<file path="src/rtl/rr_arb_pkg.sv">
package rr_arb_pkg;
  // Strobes from the control path to the datapath
  typedef struct packed {
    logic takeGrant;  // latch the winner of this cycle's arbitration
    logic dropGrant;  // release the grant and rotate the ring
  } arbStrobe_t;
endpackage

</file>
<file path="src/rtl/rr_arb_ctrl.sv">
module rr_arb_ctrl
  import rr_arb_pkg::*;
(
  input  logic       clk,
  input  logic       rstN,
  input  logic       anyReq,
  input  logic       xferBusy,
  input  logic       xferDone,
  output arbStrobe_t strobe
);
  typedef enum logic {ST_IDLE, ST_HOLD} state_t;
  state_t stateQ, stateD;

  always_comb begin
    strobe = '0;
    stateD = stateQ;
    case (stateQ)
      ST_IDLE: if (anyReq && !xferBusy) begin
        strobe.takeGrant = 1'b1;
        stateD = ST_HOLD;
      end
      ST_HOLD: if (xferDone) begin
        strobe.dropGrant = 1'b1;
        stateD = ST_IDLE;
      end
      default: stateD = ST_IDLE;
    endcase
  end

  always_ff @(posedge clk or negedge rstN) begin
    if (!rstN) stateQ <= ST_IDLE;
    else       stateQ <= stateD;
  end
endmodule

</file>
<file path="src/rtl/rr_arb_datapath.sv">
module rr_arb_datapath
  import rr_arb_pkg::*;
#(
  parameter  int NUM_CH = 4,          // must be a power of two
  localparam int PTR_W  = $clog2(NUM_CH)
) (
  input  logic                    clk,
  input  logic                    rstN,
  input  logic [NUM_CH-1:0]       reqIn,
  input  arbStrobe_t              strobe,
  output logic                    anyReq,
  output logic [NUM_CH-1:0]       grantOut,
  output logic [NUM_CH*PTR_W-1:0] orderOut
);
  logic [PTR_W-1:0]  headQ;      // channel in the top slot
  logic [PTR_W-1:0]  grantIdxQ;  // index of the held grant
  logic [NUM_CH-1:0] grantQ;
  logic [PTR_W-1:0]  pickIdx;
  logic              pickFound;

  assign anyReq = |reqIn;

  // Walk the ring from the top slot; the first requester wins
  always_comb begin
    pickIdx   = headQ;
    pickFound = 1'b0;
    for (int k = 0; k < NUM_CH; k++) begin
      logic [PTR_W-1:0] cand;
      cand = headQ + PTR_W'(k);
      if (!pickFound && reqIn[cand]) begin
        pickIdx   = cand;
        pickFound = 1'b1;
      end
    end
  end

  always_ff @(posedge clk or negedge rstN) begin
    if (!rstN) begin
      headQ     <= '0;
      grantIdxQ <= '0;
      grantQ    <= '0;
    end else if (strobe.takeGrant) begin
      grantQ    <= NUM_CH'(1) << pickIdx;
      grantIdxQ <= pickIdx;
    end else if (strobe.dropGrant) begin
      grantQ    <= '0;
      headQ     <= grantIdxQ + 1'b1;
    end
  end

  assign grantOut = grantQ;

  for (genvar slot = 0; slot < NUM_CH; slot++) begin : g_order
    assign orderOut[slot*PTR_W +: PTR_W] = headQ + PTR_W'(slot);
  end
endmodule

</file>
<file path="src/rtl/rr_arbiter.sv">
module rr_arbiter
  import rr_arb_pkg::*;
#(
  parameter  int NUM_CH = 4,
  localparam int PTR_W  = $clog2(NUM_CH)
) (
  input  logic                    clk,
  input  logic                    rstN,
  input  logic [NUM_CH-1:0]       reqIn,
  input  logic                    xferBusy,
  input  logic                    xferDone,
  output logic [NUM_CH-1:0]       grantOut,
  output logic [NUM_CH*PTR_W-1:0] orderOut
);
  arbStrobe_t strobe;
  logic       anyReq;

  rr_arb_ctrl u_ctrl (
    .clk      (clk),
    .rstN     (rstN),
    .anyReq   (anyReq),
    .xferBusy (xferBusy),
    .xferDone (xferDone),
    .strobe   (strobe)
  );

  rr_arb_datapath #(.NUM_CH(NUM_CH)) u_dp (
    .clk      (clk),
    .rstN     (rstN),
    .reqIn    (reqIn),
    .strobe   (strobe),
    .anyReq   (anyReq),
    .grantOut (grantOut),
    .orderOut (orderOut)
  );
endmodule

</file>
<file path="config.mk">
export PLATFORM = sky130hd
export DESIGN_NAME = rr_arbiter
export DESIGN_NICKNAME = d
export VERILOG_FILES = /design/src/rtl/rr_arb_pkg.sv /design/src/rtl/rr_arb_ctrl.sv /design/src/rtl/rr_arb_datapath.sv /design/src/rtl/rr_arbiter.sv
export SDC_FILE = /design/constraint.sdc
export NUM_CORES = 1
export LEC_CHECK = 0
export BUFFER_PORTS_ARGS = -buffer_cell sky130_fd_sc_hd__buf_2
export CELL_PAD_IN_SITES_DETAIL_PLACEMENT = 1
export CELL_PAD_IN_SITES_GLOBAL_PLACEMENT = 2
export CORE_MARGIN = 4
export CORE_UTILIZATION = 26
export CTS_CLUSTER_SIZE = 8
export DETAILED_ROUTE_END_ITERATION = 10
export PLACE_DENSITY_LB_ADDON = 0.1
export SYNTH_ARGS = -nofsm -noshare
export SYNTH_HDL_FRONTEND = slang
export SYNTH_HIERARCHICAL = 1
export SYNTH_SLANG_ARGS = --single-unit
</file>
<file path="constraint.sdc">
create_clock -name clk -period 1.7 [get_ports clk]
set_input_delay 0.17 -clock clk [delete_from_list [all_inputs] [get_ports clk]]
set_output_delay 0.17 -clock clk [all_outputs]
set_load 0.05 [all_outputs]
</file>
==> impl_metrics.csv <==
group,metric,value,unit
run_status,outcome,"finished clean",
clocking,clock_tree.buffer_depth,2,
yosys,synthDominantCellAreaShare,0.439,
setup_path,worstSetupEndpoint,"orderOut[7]",
yosys,ys_seq_area_frac,0.439,
sta,fmax,0.712,GHz
drt,antenna_left,0,
drt,avgRoutedWirePerCell,12.4,um
global_routing,pin_count_of_the_biggest_net_entering_global_routing,10,
setup_path,regToRegEndpoint,"u_dp/grantOut[2]",
yosys,synth_adder_area_share,0,
final_layout,sequential_cell_area,228,um2
setup_path,rrSetupSlack,0.32,ns
drt,routed_wire_length,1280,um
sta,timing.final.max_slew_violations,0,
yosys,yosysTopAreaCell,"sky130_fd_sc_hd__dfrtp_1",
flow_run,timing.max_cap.violations,0,
clocking,clock_tree.htree_level_count,1,
floorplanning,die_x,52.4,um
final_layout,area.growth.synth_to_final,34.4,%
sta,timing.final.crit_share,0.826,
setup_path,worst-endpoint-arrival,1.23,ns
clocking,cts_root_buffer,"sky130_fd_sc_hd__clkbuf_4",
placement,hpwlAfterDp,1020,um
floorplanning,i_o_pin_count,20,
floorplanning,placementRows,15,
hold_path,worst_hold_path_type,"input pin to register",
yosys,synthDistinctLibCells,25,
global_routing,initial_antenna_violation_count,0,
clocking,cts_hold_buf,1,
yosys,largest_family_of_logic_cells_by_synthesized_area,"simple AND/OR/NAND/NOR gates",
yosys,compound_cell_area_share_of_the_yosys_netlist,0.222,
yosys,gate_count_of_the_mapped_netlist,55,
yosys,synth_area_leaders,"sky130_fd_sc_hd__dfrtp_1 44%, sky130_fd_sc_hd__inv_1 4.4%, sky130_fd_sc_hd__nor2_1 4.4%, sky130_fd_sc_hd__o311a_4 4.1%, sky130_fd_sc_hd__a22o_1 3.4%",
yosys,syn_area_per_cell,9.33,um2
yosys,yosys_warnings,6,
yosys,synthArstFlopShare,1.00,
sta,max_slew_margin,0.812,
yosys,synth_ff_type,"sky130_fd_sc_hd__dfrtp_1",
yosys,synth_most_common_cell,"sky130_fd_sc_hd__dfrtp_1",
floorplanning,core_area,1800,um2
placement,buffer_ports.inserted,19,
yosys,ys_top_cells_by_count,"9 x sky130_fd_sc_hd__dfrtp_1, 6 x sky130_fd_sc_hd__inv_1, 6 x sky130_fd_sc_hd__nor2_1",
sta,postLayoutSetupSlackWorst,0.296,ns
placement,place.gp.congestion,0.668,
clocking,clkLatencyLatePin,0.26,ns
sta,worst_slew_pin_slew,0.281,ns
setup_path,critPathKind,"register to primary output",
clocking,tritoncts_num_sinks,9,
final_layout,final_layout_size_suffix_gt1_frac,0.397,
placement,detailedPlace.worstSlack,0.323,ns
floorplanning,die_area,2750,um2
global_routing,first_pass_grt_wire_length,2140,um
clocking,cts_buffers,3,
sta,timing.final.hold_violations,0,
sta,final.setup_skew,0.00179,ns
sta,grt_setup_unrepaired,"no",
yosys,post_synth_and_or_nand_nor_area_fraction,0.232,
final_layout,multi_input_comb_area,269,um2
final_layout,antenna_cells,0,
setup_path,reg2regPathDepth,4,
sta,finalCriticalPeriod,1.40,ns
final_layout,final_nets,87,
yosys,synth_enable_flop_cells,0,
yosys,synth.net_count,63,
setup_path,path_max_fanout,7,
clocking,post_cts.resized_instances,0,
yosys,synth_xor_xnor_area_share,0.0341,
setup_path,end_kind,"primary output",
drt,routed-via-count,471,
yosys,synth.cell_area,513,um2
floorplanning,initial_utilization,0.285,
setup_path,required_arrival_time_at_the_worst_endpoint,1.53,ns
setup_path,crit-reg2reg-launch,"u_dp/headQ[0]",
sta,fin_setup_tns,0,ns
global_routing,grt_overflow,0,
final_layout,final.fill_count,231,
sta,setup-violations-final,0,
drt,drc,0,
drt,detail_route.first_pass.iterations,1,
yosys,ys_ff_latch,9,
setup_path,critical_path.startpoint_type,"register",
global_routing,global_route.usage.total,0.109,
yosys,synth.area.mux_share,0,
setup_path,crit_path_start,"u_dp/headQ[1]",
drt,drt_iter0_drc,0,
clocking,post_cts.repair.setup_buffers,0,
clocking,tritoncts,"built",
clocking,cts.clk_slew.worst_paths,0.06,ns
drt,routed_via_density,4.57,
floorplanning,die_height,52.4,um
global_routing,via_count_of_the_first_global_routing_pass,500,
cell type report:
cell class              count  share of cell area
multi-input cells          38               0.390
flip-flops and latches      9               0.330
repair buffers             21               0.163
well taps                  25              0.0454
clock buffers               4              0.0381
inverters                   6              0.0327
per-layer routing:
layer  vias to the layer above  routed length (um)  GRT usage
li1                        232                   -          -
met1                       217                 615      0.140
met2                        17                 548      0.159
met3                         5                  76     0.0228
met4                         0                  39     0.0766
met5                         -                   0          0
critical path, cell delays in order (launching register included):
cell and delay, ns:
sky130_fd_sc_hd__dfrtp_2 0.47, sky130_fd_sc_hd__xor2_4 0.20, sky130_fd_sc_hd__inv_1 0.05, sky130_fd_sc_hd__buf_2 0.25
kinds of logic after synthesis:
| kind of cell | Yosys count |
|---|---|
| flip-flops | 9 |
| AND/OR/NAND/NOR | 21 |
| XOR/XNOR | 2 |
| buffers and inverters | 8 |
| AO/OA/AOI/OAI | 15 |
worst min path at each step:
stage | to | slack, ns | from | cells after the start
after global placement | u_dp/grantIdxQ[0] | 0.04 | rstN | 1
final | u_ctrl/stateQ | 0.19 | xferDone | 3
after detailed placement | u_dp/grantIdxQ[1] | 0.03 | rstN | 1
after CTS | u_ctrl/stateQ | 0.18 | xferDone | 3
after global routing | u_ctrl/stateQ | 0.20 | xferDone | 3
after floorplan | u_ctrl/stateQ | -0.13 | rstN | 0
state kept, by name, summed over array words and instances, names as in the netlist:
signal and flops:
u_dp/grantOut 4, u_dp/grantIdxQ 2, u_dp/headQ 2, u_ctrl/stateQ 1
cells in the final DEF, fill, tap and decap left out, drive strengths merged, types with 2 or more instances in the layout:
cell type / count
a21oi: 3
a22o: 2
and2b: 3
buf: 20
clkbuf: 4
dfrtp: 9
inv: 6
nand2: 3
nand2b: 2
nor2: 6
o21ai: 5
xor2: 2
stage by stage:
step / instance area [um2] / std cells / util / hold WS (ns)
floorplan: 534 / 55 / - / -0.126
global placement: 653 / 98 / 0.363 / 0.0371
detailed placement: 653 / 98 / 0.363 / 0.0317
CTS: 689 / 103 / 0.383 / 0.183
global route: 689 / 103 / 0.383 / 0.197
finish: 689 / 103 / 0.383 / 0.192
Power is not shown: default switching activity piles up to over one toggle a cycle in this logic, so the estimate is an artifact.
